==> config.mk <==
export PLATFORM = sky130hd
export DESIGN_NAME = f2i_trunc
export DESIGN_NICKNAME = d
export VERILOG_FILES = /design/src/rtl/f2i_pkg.sv /design/src/rtl/f2i_align.sv /design/src/rtl/f2i_limit.sv /design/src/rtl/f2i_pack.sv /design/src/rtl/f2i_trunc.sv
export SDC_FILE = /design/constraint.sdc
export NUM_CORES = 1
export LEC_CHECK = 0
export BUFFER_PORTS_ARGS = -buffer_cell sky130_fd_sc_hd__buf_2
export CELL_PAD_IN_SITES_DETAIL_PLACEMENT = 1
export CELL_PAD_IN_SITES_GLOBAL_PLACEMENT = 1
export CORE_MARGIN = 8
export CORE_UTILIZATION = 30
export DETAILED_ROUTE_END_ITERATION = 10
export PLACE_DENSITY_LB_ADDON = 0.1
export REMOVE_ABC_BUFFERS = 1
export SYNTH_ARGS = -nofsm -noshare
export SYNTH_HDL_FRONTEND = slang
export SYNTH_HIERARCHICAL = 1
export SYNTH_SLANG_ARGS = --single-unit
export TNS_END_PERCENT = 5
==> constraint.sdc <==
create_clock -name vclk -period 7.7
set_input_delay 1.54 -clock vclk [all_inputs]
set_output_delay 1.54 -clock vclk [all_outputs]
set_load 0.05 [all_outputs]
==> src/rtl/f2i_pkg.sv <==
package f2i_pkg;

  typedef enum logic [2:0] {
    CLS_ZERO = 3'd0,
    CLS_NUM  = 3'd1,
    CLS_INF  = 3'd2,
    CLS_QNAN = 3'd3,
    CLS_SNAN = 3'd4
  } f2i_cls_e;

  function automatic logic cls_is_zero(input logic [2:0] c);
    return c == CLS_ZERO;
  endfunction

  function automatic logic cls_is_num(input logic [2:0] c);
    return c == CLS_NUM;
  endfunction

endpackage

==> src/rtl/f2i_align.sv <==
// Moves the integer part of the mantissa into the low bits and collects
// every bit that falls off into a sticky flag.
module f2i_align #(
  parameter int INT_W  = 32,
  parameter int MANT_W = 64,
  parameter int EXP_W  = 10
) (
  input  logic [MANT_W-1:0]       mant_i,
  input  logic signed [EXP_W-1:0] exp_i,
  output logic [MANT_W-1:0]       mag_o,
  output logic                    sticky_o,
  output logic                    big_exp_o
);

  localparam int SH_W = $clog2(MANT_W + 1);
  localparam int DW   = ((EXP_W > SH_W) ? EXP_W : SH_W) + 2;

  // Distance from the leading-one position to the binary point,
  // clamped to [0, MANT_W] so any huge right shift empties the word.
  function automatic logic [SH_W-1:0] shift_amount(input logic signed [EXP_W-1:0] e);
    logic signed [DW-1:0] d;
    d = DW'(MANT_W - 1) - DW'(e);
    if (d < 0)
      return '0;
    else if (d > DW'(MANT_W))
      return SH_W'(MANT_W);
    else
      return d[SH_W-1:0];
  endfunction

  function automatic logic [MANT_W-1:0] lost_mask(input logic [SH_W-1:0] sh);
    return ~({MANT_W{1'b1}} << sh);
  endfunction

  logic [SH_W-1:0]      sh_w;
  logic signed [DW-1:0] exp_x;

  always_comb begin
    sh_w      = shift_amount(exp_i);
    exp_x     = DW'(exp_i);
    mag_o     = mant_i >> sh_w;
    sticky_o  = |(mant_i & lost_mask(sh_w));
    big_exp_o = exp_x >= DW'(INT_W);
  end

endmodule

==> src/rtl/f2i_limit.sv <==
// Decides whether the aligned magnitude fits the signed result range.
module f2i_limit #(
  parameter int INT_W  = 32,
  parameter int MANT_W = 64
) (
  input  logic [MANT_W-1:0] mag_i,
  input  logic              sign_i,
  output logic [INT_W-1:0]  low_o,
  output logic              too_big_o
);

  function automatic logic over_limit(input logic [INT_W-1:0] m, input logic s);
    logic [INT_W:0] lim;
    lim = {2'b01, {(INT_W-1){1'b0}}} + (INT_W+1)'(s);
    return {1'b0, m} >= lim;
  endfunction

  logic hi_any;

  generate
    if (MANT_W < INT_W) begin : g_bad_cfg
      $error("f2i_limit: MANT_W must be at least INT_W");
    end
    if (MANT_W > INT_W) begin : g_hi
      assign hi_any = |mag_i[MANT_W-1:INT_W];
    end else begin : g_no_hi
      assign hi_any = 1'b0;
    end
  endgenerate

  assign low_o     = mag_i[INT_W-1:0];
  assign too_big_o = hi_any | over_limit(mag_i[INT_W-1:0], sign_i);

endmodule

==> src/rtl/f2i_pack.sv <==
// Selects between zero, the signed in-range value and the saturated value,
// and forms the two flags.
module f2i_pack
  import f2i_pkg::*;
#(
  parameter int INT_W = 32
) (
  input  logic [2:0]       cls_i,
  input  logic             sign_i,
  input  logic [INT_W-1:0] low_i,
  input  logic             sticky_i,
  input  logic             big_exp_i,
  input  logic             too_big_i,
  output logic [INT_W-1:0] result_o,
  output logic             inexact_o,
  output logic             invalid_o,
  output logic             take_num_o,
  output logic             take_ovf_o
);

  function automatic logic [INT_W-1:0] saturate(input logic s);
    return s ? {1'b1, {(INT_W-1){1'b0}}} : {1'b0, {(INT_W-1){1'b1}}};
  endfunction

  function automatic logic [INT_W-1:0] apply_sign(input logic [INT_W-1:0] m, input logic s);
    return s ? (~m + INT_W'(1)) : m;
  endfunction

  always_comb begin
    take_num_o = cls_is_num(cls_i) & ~big_exp_i & ~too_big_i;
    take_ovf_o = ~cls_is_zero(cls_i) & ~take_num_o;
    if (take_ovf_o)
      result_o = saturate(sign_i);
    else if (take_num_o)
      result_o = apply_sign(low_i, sign_i);
    else
      result_o = '0;
    inexact_o = take_num_o & sticky_i;
    invalid_o = take_ovf_o;
  end

endmodule

==> src/rtl/f2i_trunc.sv <==
module f2i_trunc #(
  parameter int INT_W  = 32,
  parameter int MANT_W = 64,
  parameter int EXP_W  = 10
) (
  input  logic [2:0]        cls_i,
  input  logic              sign_i,
  input  logic [EXP_W-1:0]  exp_i,
  input  logic [MANT_W-1:0] mant_i,
  input  logic [1:0]        rmode_i,
  output logic [INT_W-1:0]  result_o,
  output logic              inexact_o,
  output logic              invalid_o
);

  logic [MANT_W-1:0] mag_w;
  logic              sticky_w;
  logic              big_exp_w;
  logic [INT_W-1:0]  low_w;
  logic              too_big_w;
  logic              take_num_w;
  logic              take_ovf_w;
  logic              unused_rmode;

  // Truncation is fixed; the unit's rounding mode is deliberately dropped.
  assign unused_rmode = ^rmode_i;

  f2i_align #(.INT_W(INT_W), .MANT_W(MANT_W), .EXP_W(EXP_W)) u_align (
    .mant_i    (mant_i),
    .exp_i     ($signed(exp_i)),
    .mag_o     (mag_w),
    .sticky_o  (sticky_w),
    .big_exp_o (big_exp_w)
  );

  f2i_limit #(.INT_W(INT_W), .MANT_W(MANT_W)) u_limit (
    .mag_i     (mag_w),
    .sign_i    (sign_i),
    .low_o     (low_w),
    .too_big_o (too_big_w)
  );

  f2i_pack #(.INT_W(INT_W)) u_pack (
    .cls_i      (cls_i),
    .sign_i     (sign_i),
    .low_i      (low_w),
    .sticky_i   (sticky_w),
    .big_exp_i  (big_exp_w),
    .too_big_i  (too_big_w),
    .result_o   (result_o),
    .inexact_o  (inexact_o),
    .invalid_o  (invalid_o),
    .take_num_o (take_num_w),
    .take_ovf_o (take_ovf_w)
  );

endmodule

======== Word level (Yosys, flattened, before mapping) ========
Index checks and enable logic that the tools add are counted.
word-level totals
  flip-flop bits (word level) ............. 0
  input port bits ......................... 80
  output and inout port bits .............. 34
  word-level logic and storage cells ...... 31
operators by class
  add/sub/neg operators ................... 3
  order comparisons ....................... 4
  eq/ne operators ......................... 1
  shift-type cells ........................ 2
  multiplexer cells ....................... 6
  bitwise gates (word level) .............. 12
  reduce and logical (&&, ||, !) cells .... 3
operators by type and width
  kind                   number
  $mux 32                4
  $and 64x64->64         1
  $not 64->64            1
  $reduce_or 64->1       1
  $shl 64x7->64 const A  1
  $shr 64x7->64          1
  $add 32x1->33 const A  1
  $ge 32x33->1           1
  $add 32x1->32 const B  1
  $not 32->32            1
  $reduce_or 32->1       1
  $mux 7                 2
  $gt 11x8->1 const B    1
  $lt 11x1->1 const B    1
  $sub 7x10->11 const A  1
  $ge 10x7->1 const B    1
  $and 1x1->1            4
  $not 1->1              4
  $eq 3x1->1 const B     1
  $logic_not 3->1        1
  $or 1x1->1             1

======== Logic depth before layout (Yosys ltp) ========
  depth in word-level cells ............... 12
  mapped depth ............................ 28
  depth with buffers taken out ............ 22

======== Hierarchy ========
Netlist, hierarchy kept.
by module, submodules not included
  module     instances  cells an instance  area an instance (um^2)  seq. area each (um^2)
  f2i_align  1          967                6024.5                   0.0
  f2i_pack   1          221                1363.8                   0.0
  f2i_limit  1          57                 421.7                    0.0

======== Worst setup path before layout ========
OpenSTA, ideal clock, no wires.
  path kind ............................... input to output
  start ................................... input port exp_i[6]
  end ..................................... output port result_o[1]
  arrival time ............................ 6.736 ns
  required time ........................... 6.160 ns
  setup slack ............................. -0.576 ns
  stages on the path ...................... 25
  cell sequence ........................... buf_6 inv_1 ha_1 nor2_1 a22o_1 buf_4 buf_2 a21oi_1 a2111oi_1 a21oi_1 a221oi_1 a21oi_1 o22ai_1 inv_1 ha_1 nor4_1 nand4_1 o21ai_1 nand2_1 nor2_1 nand3_1 clkinv_1 clkbuf_1 a21oi_1 o21ai_0
on the way
  longest elaborated chain between the ends .. 12
  elaborated cells on any way between the ends .. 21
RTL lines
  item                 RTL line         text
  start: declaration   f2i_trunc.sv:8   input logic [EXP_W-1:0] exp_i,
  $sub 7x10->11 (*)    f2i_align.sv:22  d = DW'(MANT_W - 1) - DW'(e);
  $gt 11x8->1          f2i_align.sv:25  else if (d > DW'(MANT_W))
  $mux 7               f2i_align.sv:25
  $mux 7 (*)           f2i_align.sv:23  if (d < 0)
  $shr 64x7->64 (*)    f2i_align.sv:41  mag_o = mant_i >> sh_w;
  named net mag_w[0]   f2i_trunc.sv:16  logic [MANT_W-1:0] mag_w;
  $ge 32x33->1 (*)     f2i_limit.sv:15  return {1'b0, m} >= lim;
  $or 1x1->1 (*)       f2i_limit.sv:32  assign too_big_o = hi_any | over_limit(mag_i[INT_W-1:0], sign_i);
  named net too_big_w  f2i_trunc.sv:20  logic too_big_w;
  $not 1->1 (*)        f2i_pack.sv:30   take_num_o = cls_is_num(cls_i) & ~big_exp_i & ~too_big_i;
  $and 1x1->1 (*)      f2i_pack.sv:30
  $not 1->1            f2i_pack.sv:31   take_ovf_o = ~cls_is_zero(cls_i) & ~take_num_o;
  $and 1x1->1          f2i_pack.sv:31
  $mux 32 (*)          f2i_pack.sv:32   if (take_ovf_o)
  end: declaration     f2i_trunc.sv:11  output logic [INT_W-1:0] result_o,
Mark *: on every way through the listed nets, which the timed path passes. The rest lies on a longest branch.

======== Worst setup path after layout ========
  start ................................... input port exp_i[7]
  end ..................................... output port result_o[20]
Same word-level chain as after synthesis.

==> results.cfg <==
[run_status]
status = complete, but fails checks
failed_checks = setup timing

[grt]
track_usage_pct = 32.7
antenna_found_initial = 0
grt_max_degree = 64
overflow = 0
grt_pass1_wl_mm = 79.2
first_global_vias = 12207

[yosys]
netlist_instances = 1244
ys.warnings.count = 6
synth_area_sq_mm = 0.00780
avgSynthCellArea_sq_um = 6.27

[drt]
met2_length_mm = 24.3
post_drt_wl_per_cell_microns = 28.9
met3_length_mm = 5.39
vias = 12879
wl_mm = 56.7
drc_errors = 0
met1_length_mm = 24.7
first_iter_violations = 1540
drt_first_pass_iters = 5
top_layer = met4
ant_nets = 0
via_per_inst = 6.58

[sta]
clock.fmax_mhz = 128
slew_headroom_pct = 43.0
setup_viol = 31
rsz0062_at_grt = yes
holdWs_ns = 3.80
setup_ws_ns = -0.132
tightest_slew_ns = 0.834
hold_viol = 0
min_period_ns = 7.83
maxSlewViolCount = 0
fin_crit_sh_pct = 102

[setup_path]
crit_family = simple AND/OR/NAND/NOR gates
arrival_ns = 6.29
critPathSlowestCell = nor4_1
worst_setup_path_end_kind = primary output
slowest_delay_ns = 0.32
critPathMaxFanout = 6
start_kind = input port
crit_type = in -> out
critPathBufInv = 10
required_ns = 6.16

[cells_and_area]
design.seq.count = 0
register_area_sq_um = 0
n_fill_cell = 3214
drive_above_1_share_pct = 46.7
area_delta_synth_final_pct = 68.9
n_antenna_cell = 0
final_cells = 1958
clkbuf_count = 0
layout.nets = 1709

[job]
maxCapViolations = 0

[pwr]
peakVddDrop_mv = 0.0499
p_leak_nw = 5.50
seqPwrFrac_pct = 0
powerDensity_mw_per_mm2 = 80.8
p_sw_w = 0.000620
p_int_w = 0.000445
swShare_pct = 58.2
p_comb_share_pct = 100.0
power_frac_clock_pct = 0

[floorplanning]
fp.dieW_microns = 177
fp.coreArea_sq_mm = 0.0258
die-area_sq_mm = 0.0314
start_util_pct = 30.3
chipHeight_microns = 177
rows = 59
design.portCount = 114

[placed_design]
dp_hpwl_mm = 42.7
port_buffers = 112
dp_cells = 1897
gp_congestion = 1.00

[clocking]
ctsHoldBuffers = 0

[worst_hold_path]
hold_class = in -> out
-- final timing paths --
path | from | endpoint | slack [ns] | cells past startpoint
worst min-delay path | cls_i[0] | result_o[0] | 3.80 | 6
worst max-delay path | exp_i[7] | result_o[20] | -0.13 | 27
-- power groups by stage --
| stage | clock, W | sequential, W | combinational [W] |
|---|---|---|---|
| floorplan | 0 | 0 | 0.000405 |
| global placement | 0 | 0 | 0.000863 |
| detailed placement | 0 | 0 | 0.000873 |
| CTS | 0 | 0 | 0.000930 |
| global route | 0 | 0 | 0.00111 |
| finish | 0 | 0 | 0.00106 |
-- stage by stage --
step	cell area, sq um	TNS [ns]	utilization, %	setup WS (ns)	total power (W)
after global routing	13200	-5.11	51.2	-0.232	0.00111
after detailed placement	10900	-20.44	42.3	-0.697	0.000873
after floorplan	7030	-88.74	-	-3.02	0.000405
after global placement	10900	-18.44	42.3	-0.618	0.000863
after CTS	11800	-0.151	45.9	-0.0472	0.000930
final	13200	-2.09	51.2	-0.132	0.00106
-- layer usage --
metal	track usage [%]	vias to the layer above
met4	10.8	0
li1	-	5597
met1	46.9	6349
met2	48.6	781
met5	0	-
met3	5.08	152
-- cell type report --
type	count	area, sq um	share of cell area [%]
Inverter	31	131	0.997
Tap cell	335	419	3.18
Multi-Input combinational cell	1064	8260	62.7
Timing Repair Buffer	528	4370	33.1
-- repair_timing --
item | CTS | global route
gates resized for setup | 151 | 201
buffers inserted | 21 | 31
endpoints found under the setup margin | 34 | 33
gates cloned | 4 | 8
pin swaps | 31 | 78
-- layout by cell type, fill, tap and decap left out, drive strengths merged, types with 6 or more instances in the layout --
master / count
o211ai: 19
o22ai: 45
mux2: 15
nor3: 54
a2111oi: 13
mux2i: 96
a221oi: 29
a32oi: 8
a22o: 9
buf: 521
a31oi: 9
a221o: 13
o21ai: 72
nor4: 37
a311o: 7
o2bb2ai: 13
o221ai: 9
o21a: 9
a21o: 6
nor4b: 11
a22oi: 10
inv: 30
or3: 6
nand3: 30
nor2b: 21
or4: 6
nand4: 12
nand2b: 9
nand2: 120
a211oi: 28
and2: 10
nor2: 128
a32o: 9
a21oi: 115
clkbuf: 7
o31ai: 12
(Power assumes the default switching activity.)
